### config.mk
export PLATFORM = sky130hd
export DESIGN_NAME = fwd_hazard_unit
export DESIGN_NICKNAME = d
export VERILOG_FILES = /design/src/rtl/fwd_pkg.sv /design/src/rtl/hzd_reg_match.sv /design/src/rtl/hzd_operand_ctl.sv /design/src/rtl/hzd_loaduse_det.sv /design/src/rtl/fwd_hazard_unit.sv
export SDC_FILE = /design/constraint.sdc
export NUM_CORES = 1
export LEC_CHECK = 0
export ABC_AREA = 0
export BUFFER_PORTS_ARGS = -buffer_cell sky130_fd_sc_hd__buf_4
export CORE_MARGIN = 2
export CORE_UTILIZATION = 40
export DETAILED_ROUTE_END_ITERATION = 12
export PLACE_DENSITY = 0.85
export SETUP_SLACK_MARGIN = 0.02
export SYNTH_ARGS = -nofsm -noshare
export SYNTH_HDL_FRONTEND = slang
export SYNTH_SLANG_ARGS = --single-unit
### constraint.sdc
create_clock -name clk -period 2.18 [get_ports clk]
set_input_delay 0.109 -clock clk [delete_from_list [all_inputs] [get_ports clk]]
set_output_delay 0.109 -clock clk [all_outputs]
set_load 0.02 [all_outputs]
### src/rtl/fwd_pkg.sv
package fwd_pkg;

  // Operand source selection; the datapath multiplexer decodes these codes.
  typedef enum logic [1:0] {
    FWD_RF  = 2'b00,
    FWD_MEM = 2'b01,
    FWD_WB  = 2'b10
  } fwd_sel_e;

  // Two ALU operands per instruction.
  localparam int NUM_OPS = 2;

endpackage

### src/rtl/hzd_reg_match.sv
module hzd_reg_match #(
  parameter int REG_W = 5
) (
  input  logic             prod_valid,
  input  logic             prod_wen,
  input  logic [REG_W-1:0] prod_rd,
  input  logic [REG_W-1:0] src_rs,
  output logic             hit
);

  // A producer is meaningful only if live, writing, and not the zero register.
  always_comb begin
    hit = prod_valid && prod_wen && (prod_rd != '0) && (prod_rd == src_rs);
  end

endmodule

### src/rtl/hzd_operand_ctl.sv
module hzd_operand_ctl #(
  parameter int REG_W = 5
) (
  input  logic             clk,
  input  logic             rst_n,
  input  logic             ex_valid,
  input  logic [REG_W-1:0] src_rs,
  input  logic             mem_valid,
  input  logic             mem_wen,
  input  logic [REG_W-1:0] mem_rd,
  input  logic             wb_valid,
  input  logic             wb_wen,
  input  logic [REG_W-1:0] wb_rd,
  output fwd_pkg::fwd_sel_e sel
);
  import fwd_pkg::*;

  logic mem_hit;
  logic wb_hit;

  hzd_reg_match #(.REG_W(REG_W)) u_mem_match (
    .prod_valid(mem_valid),
    .prod_wen  (mem_wen),
    .prod_rd   (mem_rd),
    .src_rs    (src_rs),
    .hit       (mem_hit)
  );

  hzd_reg_match #(.REG_W(REG_W)) u_wb_match (
    .prod_valid(wb_valid),
    .prod_wen  (wb_wen),
    .prod_rd   (wb_rd),
    .src_rs    (src_rs),
    .hit       (wb_hit)
  );

  // Youngest producer first: memory stage outranks writeback.
  always_comb begin
    sel = FWD_RF;
    if (ex_valid) begin
      if (mem_hit) begin
        sel = FWD_MEM;
      end else if (wb_hit) begin
        sel = FWD_WB;
      end
    end
  end

  AST_MEM_SRC_MATCH: assert property (@(posedge clk) disable iff (!rst_n)
    (sel == FWD_MEM) |-> (mem_rd == src_rs && mem_valid && mem_wen));
  AST_WB_SRC_MATCH: assert property (@(posedge clk) disable iff (!rst_n)
    (sel == FWD_WB) |-> (wb_rd == src_rs && wb_valid && wb_wen));
  AST_MEM_PRIORITY: assert property (@(posedge clk) disable iff (!rst_n)
    (ex_valid && mem_valid && mem_wen && mem_rd != '0 && mem_rd == src_rs
     && wb_valid && wb_wen && wb_rd == src_rs) |-> (sel == FWD_MEM));
  AST_NO_ZERO_FWD: assert property (@(posedge clk) disable iff (!rst_n)
    (src_rs == '0) |-> (sel == FWD_RF));
  AST_IDLE_EX: assert property (@(posedge clk) disable iff (!rst_n)
    (!ex_valid) |-> (sel == FWD_RF));

endmodule

### src/rtl/hzd_loaduse_det.sv
module hzd_loaduse_det #(
  parameter int REG_W   = 5,
  parameter int NUM_SRC = 2
) (
  input  logic                            clk,
  input  logic                            rst_n,
  input  logic [NUM_SRC-1:0][REG_W-1:0]   id_rs,
  input  logic [NUM_SRC-1:0]              id_use,
  input  logic                            ex_valid,
  input  logic                            ex_wen,
  input  logic                            ex_is_load,
  input  logic [REG_W-1:0]                ex_rd,
  output logic                            stall
);

  logic               ex_load_live;
  logic [NUM_SRC-1:0] raw_hit;
  logic [NUM_SRC-1:0] use_hit;
  logic               stall_q;
  logic               stall_q_nxt;

  always_comb begin
    ex_load_live = ex_valid && ex_is_load;
  end

  // One comparator per decode source operand.
  for (genvar g = 0; g < NUM_SRC; g++) begin : g_src
    hzd_reg_match #(.REG_W(REG_W)) u_match (
      .prod_valid(ex_load_live),
      .prod_wen  (ex_wen),
      .prod_rd   (ex_rd),
      .src_rs    (id_rs[g]),
      .hit       (raw_hit[g])
    );
    always_comb begin
      use_hit[g] = raw_hit[g] && id_use[g];
    end
  end

  // The cycle after a stall holds the same decode instruction behind a bubble,
  // so a repeat request is suppressed.
  always_comb begin
    stall       = (|use_hit) && !stall_q;
    stall_q_nxt = stall;
  end

  always_ff @(posedge clk or negedge rst_n) begin
    if (!rst_n) begin
      stall_q <= 1'b0;
    end else begin
      stall_q <= stall_q_nxt;
    end
  end

  AST_ONE_BUBBLE: assert property (@(posedge clk) disable iff (!rst_n)
    stall |=> !stall);
  AST_STALL_NEEDS_LOAD: assert property (@(posedge clk) disable iff (!rst_n)
    stall |-> (ex_valid && ex_is_load && ex_wen && ex_rd != '0));
  AST_STALL_NEEDS_USE: assert property (@(posedge clk) disable iff (!rst_n)
    stall |-> (|id_use));

endmodule

### src/rtl/fwd_hazard_unit.sv
module fwd_hazard_unit #(
  parameter int REG_W = 5
) (
  input  logic             clk,
  input  logic             rst_n,
  input  logic [REG_W-1:0] id_rs1,
  input  logic [REG_W-1:0] id_rs2,
  input  logic             id_use_rs1,
  input  logic             id_use_rs2,
  input  logic             ex_valid,
  input  logic [REG_W-1:0] ex_rs1,
  input  logic [REG_W-1:0] ex_rs2,
  input  logic             ex_wen,
  input  logic             ex_is_load,
  input  logic [REG_W-1:0] ex_rd,
  input  logic             mem_valid,
  input  logic             mem_wen,
  input  logic [REG_W-1:0] mem_rd,
  input  logic             wb_valid,
  input  logic             wb_wen,
  input  logic [REG_W-1:0] wb_rd,
  output logic [1:0]       fwd_sel_a,
  output logic [1:0]       fwd_sel_b,
  output logic             id_wb_byp_a,
  output logic             id_wb_byp_b,
  output logic             hold_pc,
  output logic             hold_ifid,
  output logic             bubble_ex
);
  import fwd_pkg::*;

  localparam int OPS = NUM_OPS;

  logic [OPS-1:0][REG_W-1:0] id_rs_v;
  logic [OPS-1:0][REG_W-1:0] ex_rs_v;
  logic [OPS-1:0]            id_use_v;
  logic [OPS-1:0]            byp_v;
  fwd_sel_e                  sel_v [OPS];
  logic                      stall;

  always_comb begin
    id_rs_v  = {id_rs2, id_rs1};
    ex_rs_v  = {ex_rs2, ex_rs1};
    id_use_v = {id_use_rs2, id_use_rs1};
  end

  for (genvar g = 0; g < OPS; g++) begin : g_op
    hzd_operand_ctl #(.REG_W(REG_W)) u_ctl (
      .clk      (clk),
      .rst_n    (rst_n),
      .ex_valid (ex_valid),
      .src_rs   (ex_rs_v[g]),
      .mem_valid(mem_valid),
      .mem_wen  (mem_wen),
      .mem_rd   (mem_rd),
      .wb_valid (wb_valid),
      .wb_wen   (wb_wen),
      .wb_rd    (wb_rd),
      .sel      (sel_v[g])
    );

    // Same-cycle write/read of the register file in decode.
    hzd_reg_match #(.REG_W(REG_W)) u_id_byp (
      .prod_valid(wb_valid),
      .prod_wen  (wb_wen),
      .prod_rd   (wb_rd),
      .src_rs    (id_rs_v[g]),
      .hit       (byp_v[g])
    );
  end

  hzd_loaduse_det #(.REG_W(REG_W), .NUM_SRC(OPS)) u_loaduse (
    .clk       (clk),
    .rst_n     (rst_n),
    .id_rs     (id_rs_v),
    .id_use    (id_use_v),
    .ex_valid  (ex_valid),
    .ex_wen    (ex_wen),
    .ex_is_load(ex_is_load),
    .ex_rd     (ex_rd),
    .stall     (stall)
  );

  always_comb begin
    fwd_sel_a   = sel_v[0];
    fwd_sel_b   = sel_v[1];
    id_wb_byp_a = byp_v[0];
    id_wb_byp_b = byp_v[1];
    hold_pc     = stall;
    hold_ifid   = stall;
    bubble_ex   = stall;
  end

  AST_BYP_A_SRC: assert property (@(posedge clk) disable iff (!rst_n)
    id_wb_byp_a |-> (wb_valid && wb_wen && wb_rd == id_rs1 && wb_rd != '0));
  AST_BYP_B_SRC: assert property (@(posedge clk) disable iff (!rst_n)
    id_wb_byp_b |-> (wb_valid && wb_wen && wb_rd == id_rs2 && wb_rd != '0));
  AST_HOLD_BUBBLE_PAIRED: assert property (@(posedge clk) disable iff (!rst_n)
    bubble_ex |-> (hold_pc && hold_ifid));

endmodule

* After elaboration in Yosys (flattened, before gate mapping)
Index checks and enable logic that the tools add are counted.
Operators by class: eq/ne operators 8, mux-type cells 6, reductions and logical operators 23
Operator list (count):
- 5-bit == test | 8
- 1-bit logical AND | 18
- 5-bit nonzero test | 3
- 2-bit 2-to-1 mux | 6
- 2-bit OR reduction | 1
- 1-bit zero test | 1
Word-level totals: bits in registers 1, input bits 46, output and inout bits 9, word-level logic and storage cells 38

* Logic depth before layout (Yosys ltp)
Gate-level depths: netlist of the first run.
word-level depth 7, mapped depth 5, mapped depth without buffers 4

* Hierarchy
From an unflattened synthesis of the first run, not the netlist that was laid out.
Second synthesis, totals: cell total of the unflattened synthesis 90, area total of the unflattened synthesis 700.7 um2
Modules (own cells, without submodules):
- hzd_reg_match | times used 8, cells each 10, area each 76.3 um2, seq. area each 0.0 um2
- hzd_loaduse_det | times used 1, cells each 4, area each 42.5 um2, seq. area each 25.0 um2
- hzd_operand_ctl | times used 2, cells each 2, area each 16.3 um2, seq. area each 0.0 um2
- fwd_hazard_unit | times used 1, cells each 2, area each 15.0 um2, seq. area each 0.0 um2

* Worst setup path after synthesis of the first run
OpenSTA, ideal clock, no wires.
path kind input to output, start in id_rs1[0], end out hold_ifid, arrival time 1.643 ns, required time 2.071 ns, path slack 0.428 ns, stages on the path 5, path buffers 1, cell sequence xor2_1 nor4_1 nand3_1 a221oi_1 buf_4
Between the ends: word-level cells in the longest chain between the ends 5
Ends and longest elaborated chain:
- start: declaration | RTL line fwd_hazard_unit.sv:6 | input logic [REG_W-1:0] id_rs1,
- 5-bit == test | RTL line hzd_reg_match.sv:13 | hit = prod_valid && prod_wen && (prod_rd != '0) && (prod_rd == src_rs);
- 1-bit logical AND | RTL line hzd_reg_match.sv:13
- 1-bit logical AND | RTL line hzd_loaduse_det.sv:36 | use_hit[g] = raw_hit[g] && id_use[g];
- 2-bit OR reduction | RTL line hzd_loaduse_det.sv:43 | stall = (|use_hit) && !stall_q;
- 1-bit logical AND | RTL line hzd_loaduse_det.sv:43
- end: declaration | RTL line fwd_hazard_unit.sv:27 | output logic hold_ifid,
Every way passes these cells.

* Final worst setup path of the first run
start in mem_rd[4], end out fwd_sel_b[1]
Between the ends: word-level cells in the longest chain between the ends 5, elaborated cells between the ends (all ways) 6, classes of those cells eq/ne (1); mux (2); reduce/logical (3)
Ends and longest elaborated chain:
- start: declaration | RTL line fwd_hazard_unit.sv:18 | input logic [REG_W-1:0] mem_rd,
- 5-bit nonzero test | RTL line hzd_reg_match.sv:13
- 1-bit logical AND | RTL line hzd_reg_match.sv:13
- 1-bit logical AND * | RTL line hzd_reg_match.sv:13
- 2-bit 2-to-1 mux * | RTL line hzd_operand_ctl.sv:41 | if (mem_hit) begin
- 2-bit 2-to-1 mux * | RTL line hzd_operand_ctl.sv:40 | if (ex_valid) begin
- end: declaration | RTL line fwd_hazard_unit.sv:23 | output logic [1:0] fwd_sel_b,
Every way passes the cells marked *; elsewhere a longest branch is shown, timed or not.

==> impl_metrics.ini, run 1 <==
[status]
status = finished clean

[route]
wirelength_microns = 1910
wl_per_cell_microns = 13.6
vias_per_cell = 5.21
drcViolationCount = 0
dr_total_vias = 730
dr.pass1.iters = 4
drtIter0Drc = 4
ant_nets = 0

[yosys]
synth-seq-cells = 1
avgSynthCellArea_sq_um = 8.20
synth-edff-count = 0
synth_top_cell_by_area = xnor2_1
syn_nets = 122
syn_inst = 76
synth.yosys.seq_area_share = 0.0402
async_reset_ff_frac = 1.00
synth_top_area_frac = 0.337
ys_warn_count = 0
netlist_area_sq_um = 623
synthTopCellsByArea = xnor2_1, xor2_1, nand3_1
synthFlopType = dfrtp_1
yosysUniqueCellTypes = 18

[sta]
finClkSkew_ns = 0
hold_slack_ns = 0.434
tns_ns = 0
setup_ws_ns = 0.591
finalCritPeriodShare = 0.729
setup_viol = 0
final_max_slew_viol_count = 0
slew_headroom = 0.673
max_slew.worst_pin.slew_ns = 0.491
finalCriticalPeriod_ns = 1.59
hold_viol = 0
fmax_mhz = 629
rsz0062_at_grt = false

[grt]
grt_antenna_before_repair = 0
gr-total-overflow = 0
grt_pass1_wl_microns = 3150
grt_pass1_vias = 787
grt_max_degree = 6
grt.total_usage = 0.210

[layout]
finalNonFillerCells = 140
syn_to_final_growth_pct = 64.5
num_antenna_cells = 0
final_common_cell = buf_4
drive_above_1_share = 0.468
biggestRegsByFlops = u_loaduse.stall_q: 1 flops
n_fill_cell = 127
largest_reg_flops = 1
largest_register = u_loaduse.stall_q
mostFrequentLayoutCells = buf_4, xnor2_1, xor2_1, nand3_1, nor4_1
layout.nets = 172

[worst_setup_path]
cp_data_required_time_ns = 2.07
worst_setup_path_end_kind = output pin
critical_path_class = input pin to output pin
start_kind = input pin
crit_fanout = 4
cp.arrival_ns = 1.48

[clock_network]
cts_resized = 0
clk-insertion-delay-late_ns = 0
path_clk_slew_ns = 0

[floorplan]
fp.dieH_microns = 43.5
die_width_microns = 43.5
io_pins = 55
initial_core_util = 0.418
core_sq_um = 1490
rows = 14
dieArea_sq_um = 1890

[job]
maxCapViolCount = 0

[power_and_ir_drop]
power_leakage_nw = 0.444
peakVddDrop_mv = 0.123
total_power_mw = 0.202
power.density_nw_per_um2 = 197

[place]
placed_cells = 139
portBuffers = 54
hpwl_microns = 1720
post-place-ws_ns = 0.586
place.gp.congestion = 0.799

[min_path]
hold_path.class = input pin to asynchronous set/reset pin
==> final cells by class <==
type                       instances  area [sq um]  area share
timing repair buffer              55           415       0.405
multi-input combinational         68           564       0.551
tap                               16          20.0      0.0195
sequential                         1          25.0      0.0244
==> worst max-delay path, stage by stage <==
cell	delay, ns
buf_4	0.13
or3_1	0.37
o311a_4	0.35
a2111oi_4	0.33
buf_4	0.19
==> Yosys cell counts (all sizes together), types with 2 or more instances <==
cell type / instances
xnor2: 24
xor2: 16
nand3: 10
clkbuf: 5
nor4: 4
nor3: 3
a2111oi: 2
and3: 2
buf: 2
==> through the flow <==
stage / instance area [sq um] / utilization
after global routing: 1020 / 0.688
after floorplan: 623 / -
after CTS: 1020 / 0.688
final: 1020 / 0.688
after global placement: 1010 / 0.682
after detailed placement: 1010 / 0.682
==> power breakdown <==
group          leakage (nW)  switching, mW  internal, mW  total, mW
sequential           0.0140      0.0000278        0.0190     0.0190
combinational         0.430         0.0777         0.105      0.183
clock                     0              0             0          0
total                 0.444         0.0777         0.124      0.202
==> per-layer routing <==
layer	global-route usage	routed length [microns]
met1	0.244	729
met4	0.0303	0
met2	0.424	1050
met3	0.00833	128
met5	0	0
==> final timing paths <==
check / start / depth (start not counted) / end / slack [ns]
worst min register to register: u_loaduse.stall_q$_DFF_PN0_ / 2 / u_loaduse.stall_q$_DFF_PN0_ / 0.57
worst min-delay path: rst_n / 2 / u_loaduse.stall_q$_DFF_PN0_ / 0.43
max in group asynchronous: rst_n / 2 / u_loaduse.stall_q$_DFF_PN0_ / 1.66
min in group clk: ex_wen / 3 / u_loaduse.stall_q$_DFF_PN0_ / 0.45
worst max-delay path: mem_rd[4] / 5 / fwd_sel_b[1] / 0.59
worst max register to register: u_loaduse.stall_q$_DFF_PN0_ / 2 / u_loaduse.stall_q$_DFF_PN0_ / 1.07
==> cell families after synthesis <==
| kind of cell | Yosys count | synth area share |
|---|---|---|
| flip-flops | 1 | 0.0402 |
| AND/OR/NAND/NOR | 23 | 0.207 |
| XOR/XNOR | 40 | 0.562 |
| buffers and inverters | 7 | 0.0542 |
| AO/OA/AOI/OAI | 5 | 0.137 |
==> repair_timing <==
item,in CTS,in global routing
endpoints found under the hold margin,1,0
buffers inserted,0,0
hold buffers,1,0
Note: power is estimated with default switching activity, not from simulation.
==> run 2: changes to the inputs <==
Settings changed: CORE_UTILIZATION 40 to 37, PLACE_DENSITY 0.85 to 0.79.
Clock period 2.18 ns to 1.6 ns, I/O delays scaled along.
==> run 2 against run 1 <==
  * First-iteration DRC count unchanged
  * Power increased by 36%
  * Setup slack worse by 0.53 ns
  * Sequential power grew 36%
  * Utilization fell by 1.9 points
  * Wire length fell by 2.4%
  * Sequential share of layout area about the same
  * Global-route usage fell by 2.1 points
  * Final area is 0.61% higher
  * Critical path depth did not move
  * Via count fell by 2.1%
  * Sequential cell count unchanged
==> impl_metrics.ini, run 2 (same netlist as run 1, synthesis figures left out) <==
[status]
status = finished clean

[worst_setup_path]
crit_top_cell = buf_4
worst_setup_path_end_kind = output pin
r2r-start = u_loaduse.stall_q$_DFF_PN0_
rr_endpoint = u_loaduse.stall_q$_DFF_PN0_
r2r_slack_ns = 0.69
critical_path_class = input pin to output pin
cp_data_required_time_ns = 1.52
cpMaxStageDelayCell = or3_1
cp.arrival_ns = 1.46
path_cells = buf_4 -> or3_1 -> o311a_4 -> a2111oi_2 -> buf_4
rr_worst_depth = 2
max_stage_delay_ns = 0.38
start_kind = input pin
crit_fanout = 4

[power_and_ir_drop]
pwr-share-comb = 0.906
p_int_mw = 0.170
total_power_mw = 0.276
p_switching_mw = 0.106
power.density_nw_per_um2 = 267
pwr-share-seq = 0.094
power_leakage_nw = 0.445
peakVddDrop_mv = 0.179
clkPwrFrac = 0
switching_share = 0.385

[layout]
final_common_cell = buf_4
biggestRegsByFlops = u_loaduse.stall_q: 1 flops
layout.nets = 172
largest_reg_flops = 1
n_fill_cell = 141
largest_register = u_loaduse.stall_q
mostFrequentLayoutCells = buf_4, xnor2_1, xor2_1, nand3_1, nor4_1
syn_to_final_growth_pct = 65.5
drive_above_1_share = 0.476
num_antenna_cells = 0

[sta]
finalCritPeriodShare = 0.963
final_max_slew_viol_count = 0
max_slew.worst_pin.slew_ns = 0.381
hold_slack_ns = 0.392
fmax_mhz = 649
finalCriticalPeriod_ns = 1.54
rsz0062_at_grt = false
slew_headroom = 0.744
setup_viol = 0
hold_viol = 0
tns_ns = 0
finClkSkew_ns = 0

[grt]
grt_pass1_wl_microns = 2950
grt_pass1_vias = 691
grt.total_usage = 0.189
gr-total-overflow = 0
grt_max_degree = 6
grt_antenna_before_repair = 0

[min_path]
hold_path.class = input pin to register
hold-path-endpoint = u_loaduse.stall_q$_DFF_PN0_
hp-start = ex_wen
worstHoldPathCells = 3

[route]
wl_per_cell_microns = 13.3
dr.pass1.iters = 3
drtIter0Drc = 4
ant_nets = 0
dr_total_vias = 715
wirelength_microns = 1860
vias_per_cell = 5.11
drcViolationCount = 0

[clock_network]
clk-insertion-delay-late_ns = 0
path_clk_slew_ns = 0
cts_setup_buffers = 0
cts_resized = 0

[floorplan]
fp.dieH_microns = 45.0
initial_core_util = 0.404
rows = 14
dieArea_sq_um = 2030
io_pins = 55
core_sq_um = 1540
die_width_microns = 45.0

[place]
place.gp.congestion = 0.789
portBuffers = 54

[job]
maxCapViolCount = 0
-- run 2: cell counts in the layout (fill, tap and decap cells not counted) --
No cell type changed its count.
-- run 2: repair_timing --
item,4_1_cts,5_1_grt
setup endpoints to repair,0,1
hold buffers,1,0
hold endpoints to repair,1,0
-- run 2: worst max-delay path by stage --
stage	startpoint	to	cells after the start
after floorplan	mem_rd[4]	fwd_sel_a[1]	3
after global placement	mem_rd[4]	fwd_sel_b[1]	5
after detailed placement	mem_rd[4]	fwd_sel_a[1]	5
after CTS	mem_rd[4]	fwd_sel_a[1]	5
after global routing	mem_rd[4]	fwd_sel_a[1]	5
final	mem_rd[4]	fwd_sel_a[1]	5
-- run 2: layout make-up --
type | instances | area, sq um | share of cell area
tap | 16 | 20.0 | 0.0194
multi-input combinational | 68 | 571 | 0.553
timing repair buffer | 55 | 415 | 0.403
sequential | 1 | 25.0 | 0.0243
-- run 2: stage by stage --
step           setup slack [ns]  cell area (sq um)   util  cells
2_1_floorplan             0.153                629      -     76
3_3_place_gp             0.0703               1020  0.662    139
3_5_place_dp             0.0429               1020  0.662    139
4_1_cts                  0.0397               1030  0.669    140
5_1_grt                  0.0219               1030  0.669    140
6_report                 0.0597               1030  0.669    140
-- run 2: power by group through the flow --
stage               combinational (mW)  sequential (mW)  clock (mW)
finish                           0.250           0.0259           0
global route                     0.272           0.0259           0
CTS                              0.252           0.0259           0
detailed placement               0.249           0.0259           0
global placement                 0.243           0.0259           0
floorplan                        0.120           0.0259           0
-- run 2: critical path, delay by kind of cell --
family                 cells  cell delay (ns)
AO/OA/AOI/OAI              2             0.67
AND/OR/NAND/NOR            1             0.38
buffers and inverters      2             0.33
-- run 2: per-layer routing --
metal / GRT usage / share of wire / vias to the layer above
met5: 0 / 0 / -
met4: 0 / 0 / 0
met3: 0.0200 / 0.12 / 0
met2: 0.354 / 0.48 / 46
met1: 0.244 / 0.39 / 309
li1: - / - / 360
==> run 3: changes to the inputs <==
Settings changed: SETUP_SLACK_MARGIN 0.02 to 0.1.
==> run 3 against run 2 <==
  * Sequential cell count unchanged
  * Clock skew unchanged
  * Cell count is 0.71% higher
  * Critical endpoint unchanged
  * Via count is 1.3% higher
  * Combinational power is 5% higher
  * Register-to-register slack is essentially flat
  * Wire length up 3.4%
  * Sequential share of layout area shrank 0.11 points
==> impl_metrics.ini, run 3 (same netlist as run 1, synthesis figures left out) <==
[worst_setup_path]
r2r_slack_ns = 0.69
cp_data_required_time_ns = 1.52
startpoint = mem_rd[4]
rr_endpoint = u_loaduse.stall_q$_DFF_PN0_
worst_setup_path_end_kind = output pin
crit_fanout = 4
rr_worst_depth = 2
cp.arrival_ns = 1.40
critical_path_class = input pin to output pin
worstSetupEndpoint = fwd_sel_a[1]
start_kind = input pin
r2r-start = u_loaduse.stall_q$_DFF_PN0_

[route]
drcViolationCount = 0
wl_per_cell_microns = 13.7
drtIter0Drc = 7
ant_nets = 0
dr.pass1.iters = 3
dr_total_vias = 724
vias_per_cell = 5.13
wirelength_microns = 1930

[power_and_ir_drop]
total_power_mw = 0.288
power.density_nw_per_um2 = 267
peakVddDrop_mv = 0.182
power_leakage_nw = 0.459

[grt]
grt.total_usage = 0.194
grt_pass1_vias = 697
grt_pass1_wl_microns = 3020
grt_max_degree = 6
grt_antenna_before_repair = 0
gr-total-overflow = 0

[layout]
mostFrequentLayoutCells = buf_4, xnor2_1, xor2_1, nand3_1, nor4_1
biggestRegsByFlops = u_loaduse.stall_q: 1 flops
layout.nets = 173
largest_register = u_loaduse.stall_q
num_antenna_cells = 0
syn_to_final_growth_pct = 73.3
final_common_cell = buf_4
drive_above_1_share = 0.496
largest_reg_flops = 1
n_fill_cell = 134

[place]
post-place-ws_ns = 0.0429
portBuffers = 54
place.gp.congestion = 0.789

[status]
status = finished clean

[job]
maxCapViolCount = 0

[sta]
setup_viol = 0
finalCritPeriodShare = 0.924
finalCriticalPeriod_ns = 1.48
max_slew.worst_pin.slew_ns = 0.403
setup_ws_ns = 0.121
finClkSkew_ns = 0
hold_viol = 0
tns_ns = 0
slew_headroom = 0.730
final_max_slew_viol_count = 0
fmax_mhz = 676
rsz0062_at_grt = true

[clock_network]
clk-insertion-delay-late_ns = 0
path_clk_slew_ns = 0

[floorplan]
io_pins = 55
fp.dieH_microns = 45.0
initial_core_util = 0.404
core_sq_um = 1540
dieArea_sq_um = 2030
rows = 14
die_width_microns = 45.0

[min_path]
hold_path.class = input pin to register
## run 3: worst min-delay path by stage
| stage | from | endpoint | cells past startpoint |
|---|---|---|---|
| 6_report | ex_wen | u_loaduse.stall_q$_DFF_PN0_ | 3 |
| 5_1_grt | id_use_rs1 | u_loaduse.stall_q$_DFF_PN0_ | 3 |
| 4_1_cts | rst_n | u_loaduse.stall_q$_DFF_PN0_ | 2 |
| 3_5_place_dp | rst_n | u_loaduse.stall_q$_DFF_PN0_ | 1 |
| 3_3_place_gp | rst_n | u_loaduse.stall_q$_DFF_PN0_ | 1 |
| 2_1_floorplan | rst_n | u_loaduse.stall_q$_DFF_PN0_ | 0 |
## run 3: layer usage
metal | track usage | up-vias | wire [microns]
li1 | - | 363 | -
met1 | 0.244 | 315 | 726
met2 | 0.374 | 46 | 952
met3 | 0.0200 | 0 | 246
met4 | 0 | 0 | 0
met5 | 0 | - | 0
## run 3: cell type report
| type | instances | area (sq um) | area share |
|---|---|---|---|
| sequential | 1 | 25.0 | 0.0232 |
| tap | 16 | 20.0 | 0.0185 |
| multi-input combinational | 68 | 601 | 0.556 |
| timing repair buffer | 56 | 434 | 0.402 |
## run 3: power breakdown
part	switching (mW)	leakage [nW]	internal, mW
registers	0.0000205	0.0140	0.0259
logic	0.112	0.445	0.151
clock network	0	0	0
total	0.112	0.459	0.177
## run 3: critical path, stage by stage
cell and delay, ns:
buf_8 0.10, or3_4 0.37, o311a_4 0.35, a2111oi_4 0.30, buf_4 0.19
## run 3: what timing repair did
action	4_1_cts	5_1_grt
resized for setup	4	3
pin swaps	0	2
setup endpoints to repair	2	4
hold buffers	1	0
setup buffers	1	0
endpoints found under the hold margin	1	0
## run 3: through the flow
step	hold WS (ns)	instances	instance area, sq um	util
finish	0.392	141	1080	0.700
global route	0.408	141	1080	0.700
CTS	0.394	141	1050	0.684
detailed placement	-0.144	139	1020	0.662
global placement	-0.144	139	1020	0.662
floorplan	-0.216	76	629	-
